--- config.mk ---
export PLATFORM = sky130hd
export DESIGN_NAME = clk_pd_gate_ctrl
export DESIGN_NICKNAME = d
export VERILOG_FILES = /design/src/rtl/clk_pd_gate_pkg.sv /design/src/rtl/clk_pd_gate_seq.sv /design/src/rtl/clk_pd_gate_dp.sv /design/src/rtl/clk_pd_gate_ctrl.sv
export SDC_FILE = /design/constraint.sdc
export NUM_CORES = 1
export LEC_CHECK = 0
export BUFFER_PORTS_ARGS = -buffer_cell sky130_fd_sc_hd__clkbuf_2
export CAP_MARGIN = 30
export CORE_UTILIZATION = 25
export DETAILED_ROUTE_END_ITERATION = 16
export GPL_TIMING_DRIVEN = 1
export PLACE_DENSITY = 0.43
export SLEW_MARGIN = 30
export SYNTH_ARGS = -nofsm -noshare
export SYNTH_HDL_FRONTEND = slang
export SYNTH_SLANG_ARGS = --single-unit
--- constraint.sdc ---
create_clock -name clk -period 2 [get_ports clk]
set_input_delay 0.4 -clock clk [delete_from_list [all_inputs] [get_ports clk]]
set_output_delay 0.4 -clock clk [all_outputs]
set_load 0.05 [all_outputs]
--- src/rtl/clk_pd_gate_pkg.sv ---
package clk_pd_gate_pkg;
  typedef enum logic [2:0] {
    ST_RUN, ST_GATE, ST_REFWAIT, ST_OFF, ST_WAKE
  } seqState_t;

  typedef struct packed {
    logic allowRun;  // gates may follow their masks
    logic oscOn;     // VCO and oscillator enabled
  } seqCtl_t;
endpackage

--- src/rtl/clk_pd_gate_seq.sv ---
module clk_pd_gate_seq
  import clk_pd_gate_pkg::*;
#(
  parameter int STARTUP_CYCLES = 399000
) (
  input  logic    clk,
  input  logic    rstN,
  input  logic    pdReqN,
  input  logic    refParked,
  output seqCtl_t ctl
);
  localparam int CW = $clog2(STARTUP_CYCLES + 1);

  logic      syncA, syncB;
  seqState_t state;
  logic [CW-1:0] wakeCnt;

  // two-stage synchronizer, output high = power-down requested
  always_ff @(posedge clk or negedge rstN) begin
    if (!rstN) begin
      syncA <= 1'b0;
      syncB <= 1'b0;
    end else begin
      syncA <= ~pdReqN;
      syncB <= syncA;
    end
  end

  always_ff @(posedge clk or negedge rstN) begin
    if (!rstN) begin
      state   <= ST_RUN;
      wakeCnt <= '0;
    end else begin
      unique case (state)
        ST_RUN:     if (syncB) state <= ST_GATE;
        ST_GATE:    state <= ST_REFWAIT;
        ST_REFWAIT: if (refParked) state <= ST_OFF;
        ST_OFF: begin
          wakeCnt <= '0;
          if (!syncB) state <= ST_WAKE;
        end
        ST_WAKE: begin
          if (syncB) state <= ST_OFF;
          else if (wakeCnt == CW'(STARTUP_CYCLES - 1)) state <= ST_RUN;
          else wakeCnt <= wakeCnt + 1'b1;
        end
        default:    state <= ST_RUN;
      endcase
    end
  end

  always_comb begin
    ctl.allowRun = (state == ST_RUN);
    ctl.oscOn    = (state != ST_OFF);
  end
endmodule

--- src/rtl/clk_pd_gate_dp.sv ---
module clk_pd_gate_dp
  import clk_pd_gate_pkg::*;
#(
  parameter int N_CPU = 2, N_SDR = 8, N_PCI = 8, N_V66 = 2, N_USB = 3, N_APIC = 1
) (
  input  logic              clk,
  input  logic              rstN,
  input  seqCtl_t           ctl,
  input  logic              refLevel,
  input  logic [N_CPU-1:0]  cpuEn,
  input  logic [N_SDR-1:0]  sdrEn,
  input  logic [N_PCI-1:0]  pciEn,
  input  logic [N_V66-1:0]  v66En,
  input  logic [N_USB-1:0]  usbEn,
  input  logic [N_APIC-1:0] apicEn,
  output logic [N_CPU-1:0]  cpuGate,
  output logic [N_SDR-1:0]  sdrGate,
  output logic              sdrFreeGate,
  output logic [N_PCI-1:0]  pciGate,
  output logic [N_V66-1:0]  v66Gate,
  output logic [N_USB-1:0]  usbGate,
  output logic [N_APIC-1:0] apicGate,
  output logic              refGate,
  output logic              refParked
);
  localparam int NG = N_CPU + N_SDR + N_PCI + N_V66 + N_USB + N_APIC;

  logic [NG-1:0] maskAll, gateAll;
  assign maskAll = {cpuEn, sdrEn, pciEn, v66En, usbEn, apicEn};

  // one falling-edge flop per output, updated while the CPU-domain clocks are low
  for (genvar g = 0; g < NG; g++) begin : g_gate
    always_ff @(negedge clk or negedge rstN) begin
      if (!rstN) gateAll[g] <= 1'b0;
      else       gateAll[g] <= ctl.allowRun & maskAll[g];
    end
  end

  always_ff @(negedge clk or negedge rstN) begin
    if (!rstN) sdrFreeGate <= 1'b0;
    else       sdrFreeGate <= ctl.allowRun;
  end

  // reference gate moves only while the reference itself sits low
  always_ff @(negedge clk or negedge rstN) begin
    if (!rstN)         refGate <= 1'b0;
    else if (!refLevel) refGate <= ctl.allowRun;
  end

  assign {cpuGate, sdrGate, pciGate, v66Gate, usbGate, apicGate} = gateAll;
  assign refParked = ~refGate & ~sdrFreeGate & ~(|gateAll);
endmodule

--- src/rtl/clk_pd_gate_ctrl.sv ---
module clk_pd_gate_ctrl
  import clk_pd_gate_pkg::*;
#(
  parameter int N_CPU = 2, N_SDR = 8, N_PCI = 8, N_V66 = 2, N_USB = 3, N_APIC = 1,
  parameter int CLK_KHZ = 133000,
  parameter int STARTUP_US = 3000
) (
  input  logic              clk,
  input  logic              rstN,
  input  logic              pdReqN,
  input  logic              refLevel,
  input  logic [N_CPU-1:0]  cpuEn,
  input  logic [N_SDR-1:0]  sdrEn,
  input  logic [N_PCI-1:0]  pciEn,
  input  logic [N_V66-1:0]  v66En,
  input  logic [N_USB-1:0]  usbEn,
  input  logic [N_APIC-1:0] apicEn,
  output logic [N_CPU-1:0]  cpuGate,
  output logic [N_SDR-1:0]  sdrGate,
  output logic              sdrFreeGate,
  output logic [N_PCI-1:0]  pciGate,
  output logic [N_V66-1:0]  v66Gate,
  output logic [N_USB-1:0]  usbGate,
  output logic [N_APIC-1:0] apicGate,
  output logic              refGate,
  output logic              vcoEn,
  output logic              oscEn
);
  localparam int STARTUP_CYCLES = (CLK_KHZ * STARTUP_US) / 1000;

  seqCtl_t ctl;
  logic    refParked;

  clk_pd_gate_seq #(.STARTUP_CYCLES(STARTUP_CYCLES)) seq_i (
    .clk(clk), .rstN(rstN), .pdReqN(pdReqN), .refParked(refParked), .ctl(ctl)
  );

  clk_pd_gate_dp #(
    .N_CPU(N_CPU), .N_SDR(N_SDR), .N_PCI(N_PCI),
    .N_V66(N_V66), .N_USB(N_USB), .N_APIC(N_APIC)
  ) dp_i (
    .clk(clk), .rstN(rstN), .ctl(ctl), .refLevel(refLevel),
    .cpuEn(cpuEn), .sdrEn(sdrEn), .pciEn(pciEn), .v66En(v66En),
    .usbEn(usbEn), .apicEn(apicEn),
    .cpuGate(cpuGate), .sdrGate(sdrGate), .sdrFreeGate(sdrFreeGate),
    .pciGate(pciGate), .v66Gate(v66Gate), .usbGate(usbGate),
    .apicGate(apicGate), .refGate(refGate), .refParked(refParked)
  );

  assign vcoEn = ctl.oscOn;
  assign oscEn = ctl.oscOn;
endmodule

==> impl_metrics.toml <==
[run_status]
status = "finished, violations left"
violations = "negative setup slack"

[setup_path]
crit_chain = "buf_6, clkbuf_16"
slowest_stage = "dfrtn_1"
cp_max_fo = 2
arrival_ns = 2.00
crit_path_start_kind = "flop"
crit_path_max_incr_delay_ns = 0.44
rrSetupSlack_ns = -0.36
worstSetupEndpointType = "output pin"
rr_worst_depth = 5
cp.depth = 2
crit_type = "flop to output pin"
critPathBufInv = 2
cp_top_family = "flip-flops"
required_ns = 1.60

[timing]
slew_headroom = 0.658
skew_ns = 0.00740
setup_tns_ns = -10.14
hold_viol = 0
whs_ns = 0.0608
worst_pin_slew_ns = 0.510
rsz0062_at_grt = "true"
setup_viol = 51
setup_slack_ns = -0.402
slew_viol_final = 0

[floorplanning]
rows = 33
die_x_um = 94.9
io_pins = 56
die_h_um = 94.9
dieArea_mm2 = 0.00901
initial_core_util = 0.260
coreArea_mm2 = 0.00830

[synth]
syn_nets = 228
ys_seq_elements = 50
syn_inst = 199
synth_warnings = 0
async_flop_share = 1.00
synth_edf_count = 0
ys_seq_area_frac = 0.580
synth_flop_cell = "dfrtn_1"
ys_top_cells_by_area = "dfrtn_1, dfrtp_1, and2_1"
synth.distinct_cells = 41
synth_top_cells_by_count = "and2_1, dfrtn_1, dfrtp_1"
syn_area_mm2 = 0.00216
avgSynthCellArea_um2 = 10.8
yosysTopAreaCellShare = 0.301
yosys.area.top_type = "dfrtn_1"

[clocking]
cts_tree = "yes"
cts_hold_buf = 0
cts_buffers = 5
clockBufferDepth = 2
htreeDepth = 2
cts.clk_slew.worst_paths_ns = 0.10
worstSkewPairLatency_ns = 0.31
clock_sinks = 50
cts_root_buf = "clkbuf_8"

[layout]
fin_area_mm2 = 0.00369
postLayoutCoreUtil = 0.444
antenna_cells = 0
instances_no_fill = 420
fill_cells = 778
regArea_mm2 = 0.00125
layout.nets = 343
area.growth.synth_to_final_pct = 70.9
drive_gt1_frac = 0.498
multi_input_area_um2 = 947

[route]
avgViaCountPerCell = 4.57
drtIter0Drc = 88
wl_per_cell_um = 13.5
num_vias = 1918
first_pass_iters = 4
drcViolationCount = 0
routed_wl_um = 5670
ant_nets = 0

[global_route]
grt_max_degree = 51
antenna_found_initial = 0
grt_pass1_vias = 2013
grt_usage = 0.140
grt_pass1_wl_um = 9610
gr-total-overflow = 0

[pwr]
power.leakage_nw = 1.77
p_per_area_mw_per_mm2 = 1360
p_int_mw = 3.14
power_mw = 5.00
seqPwrFrac = 0.284
p_clk_frac = 0.134
p_switching_mw = 1.86
max-vdd-ir-drop_mv = 0.736
p_comb_frac = 0.581
switching_share = 0.372

[worst_hold_path]
hp-class = "primary input to asynchronous set/reset pin"

[placement]
dp_cells = 399
hpwl_um = 3920
post-place-ws_ns = -0.260
port_buffers = 55
place_area_mm2 = 0.00305
gp_congestion = 0.734

[flow_run]
max-cap-violations = 0
## cells by family after synthesis
group                    Yosys count  share of synthesized area
adder cells (fa/ha/maj)            1                    0.00580
buffers and inverters              9                     0.0180
AO/OA/AOI/OAI                     30                     0.0899
multiplexers                       6                     0.0284
AND/OR/NAND/NOR                  103                      0.278
flip-flops                        50                      0.580
## power by group through the flow
stage               registers, mW  logic, mW  clock network, mW
floorplan                    2.06      0.435                  0
global placement             1.40       2.08                  0
detailed placement           1.40       2.07                  0
CTS                          1.39       2.77              0.703
global route                 1.45       3.06              0.761
finish                       1.42       2.91              0.673
## routing by layer
metal  wire length (µm)  share of wire  global-route usage
met5                  0              0                   0
met4                 67          0.012              0.0442
met3                429          0.076              0.0556
met2               2730           0.48               0.223
met1               2440           0.43               0.172
## final cells by class
type | count | area share
inverters | 4 | 0.00407
clock buffers | 7 | 0.0265
repair buffers | 113 | 0.336
flip-flops and latches | 50 | 0.340
clock inverters | 1 | 0.00170
well taps | 105 | 0.0356
multi-input cells | 140 | 0.257
## worst paths after layout
path                                           start                            end
max                        dp_i.pciGate[3]$_DFF_NN0_                     pciGate[3]
min                                             rstN  seq_i.wakeCnt[18]$_DFFE_PN0P_
max reg2reg                dp_i.sdrGate[2]$_DFF_NN0_     seq_i.state[0]$_DFFE_PN0P_
min reg2reg                    seq_i.syncA$_DFF_PN0_          seq_i.syncB$_DFF_PN0_
max in group asynchronous                       rstN      dp_i.sdrGate[0]$_DFF_NN0_
min in group clk                              pdReqN          seq_i.syncA$_DFF_PN0_
## worst reg2reg max path: stages (launching register included)
cell and delay (ns):
dfrtn_1 0.36, buf_4 0.13, nor4_1 0.26, nand3_1 0.13, or3_1 0.36, nand2_1 0.06
## registers in the layout, indices dropped and copies added (netlist names)
name,cells
seq_i.wakeCnt,19
dp_i.pciGate,8
dp_i.sdrGate,8
dp_i.usbGate,3
seq_i.state,3
dp_i.cpuGate,2
dp_i.v66Gate,2
dp_i.apicGate,1
dp_i.refGate,1
dp_i.sdrFreeGate,1
seq_i.syncA,1
seq_i.syncB,1
## what timing repair did
action,in CTS,in global routing
resized for setup,77,26
gates cloned,1,0
setup endpoints to repair,51,57
pin swaps,24,2
buffers inserted,9,4
## placed cells by master, fill, tap and decap left out, types with 3 or more instances in the layout
| cell | count |
|---|---|
| dfrtp_1 | 23 |
| inv_1 | 4 |
| buf_6 | 22 |
| buf_8 | 9 |
| nor4_1 | 9 |
| o21ai_0 | 16 |
| mux2i_1 | 5 |
| nor2_1 | 9 |
| nand4_1 | 5 |
| dfrtn_1 | 26 |
| nand3_1 | 12 |
| and2_1 | 3 |
| o21ai_1 | 3 |
| nand2b_1 | 3 |
| nand2_1 | 20 |
| buf_4 | 34 |
| o31ai_1 | 3 |
| and2_4 | 23 |
| clkbuf_16 | 10 |
| clkbuf_8 | 5 |
| buf_12 | 12 |
| clkbuf_2 | 27 |
(Power assumes the default switching activity.)
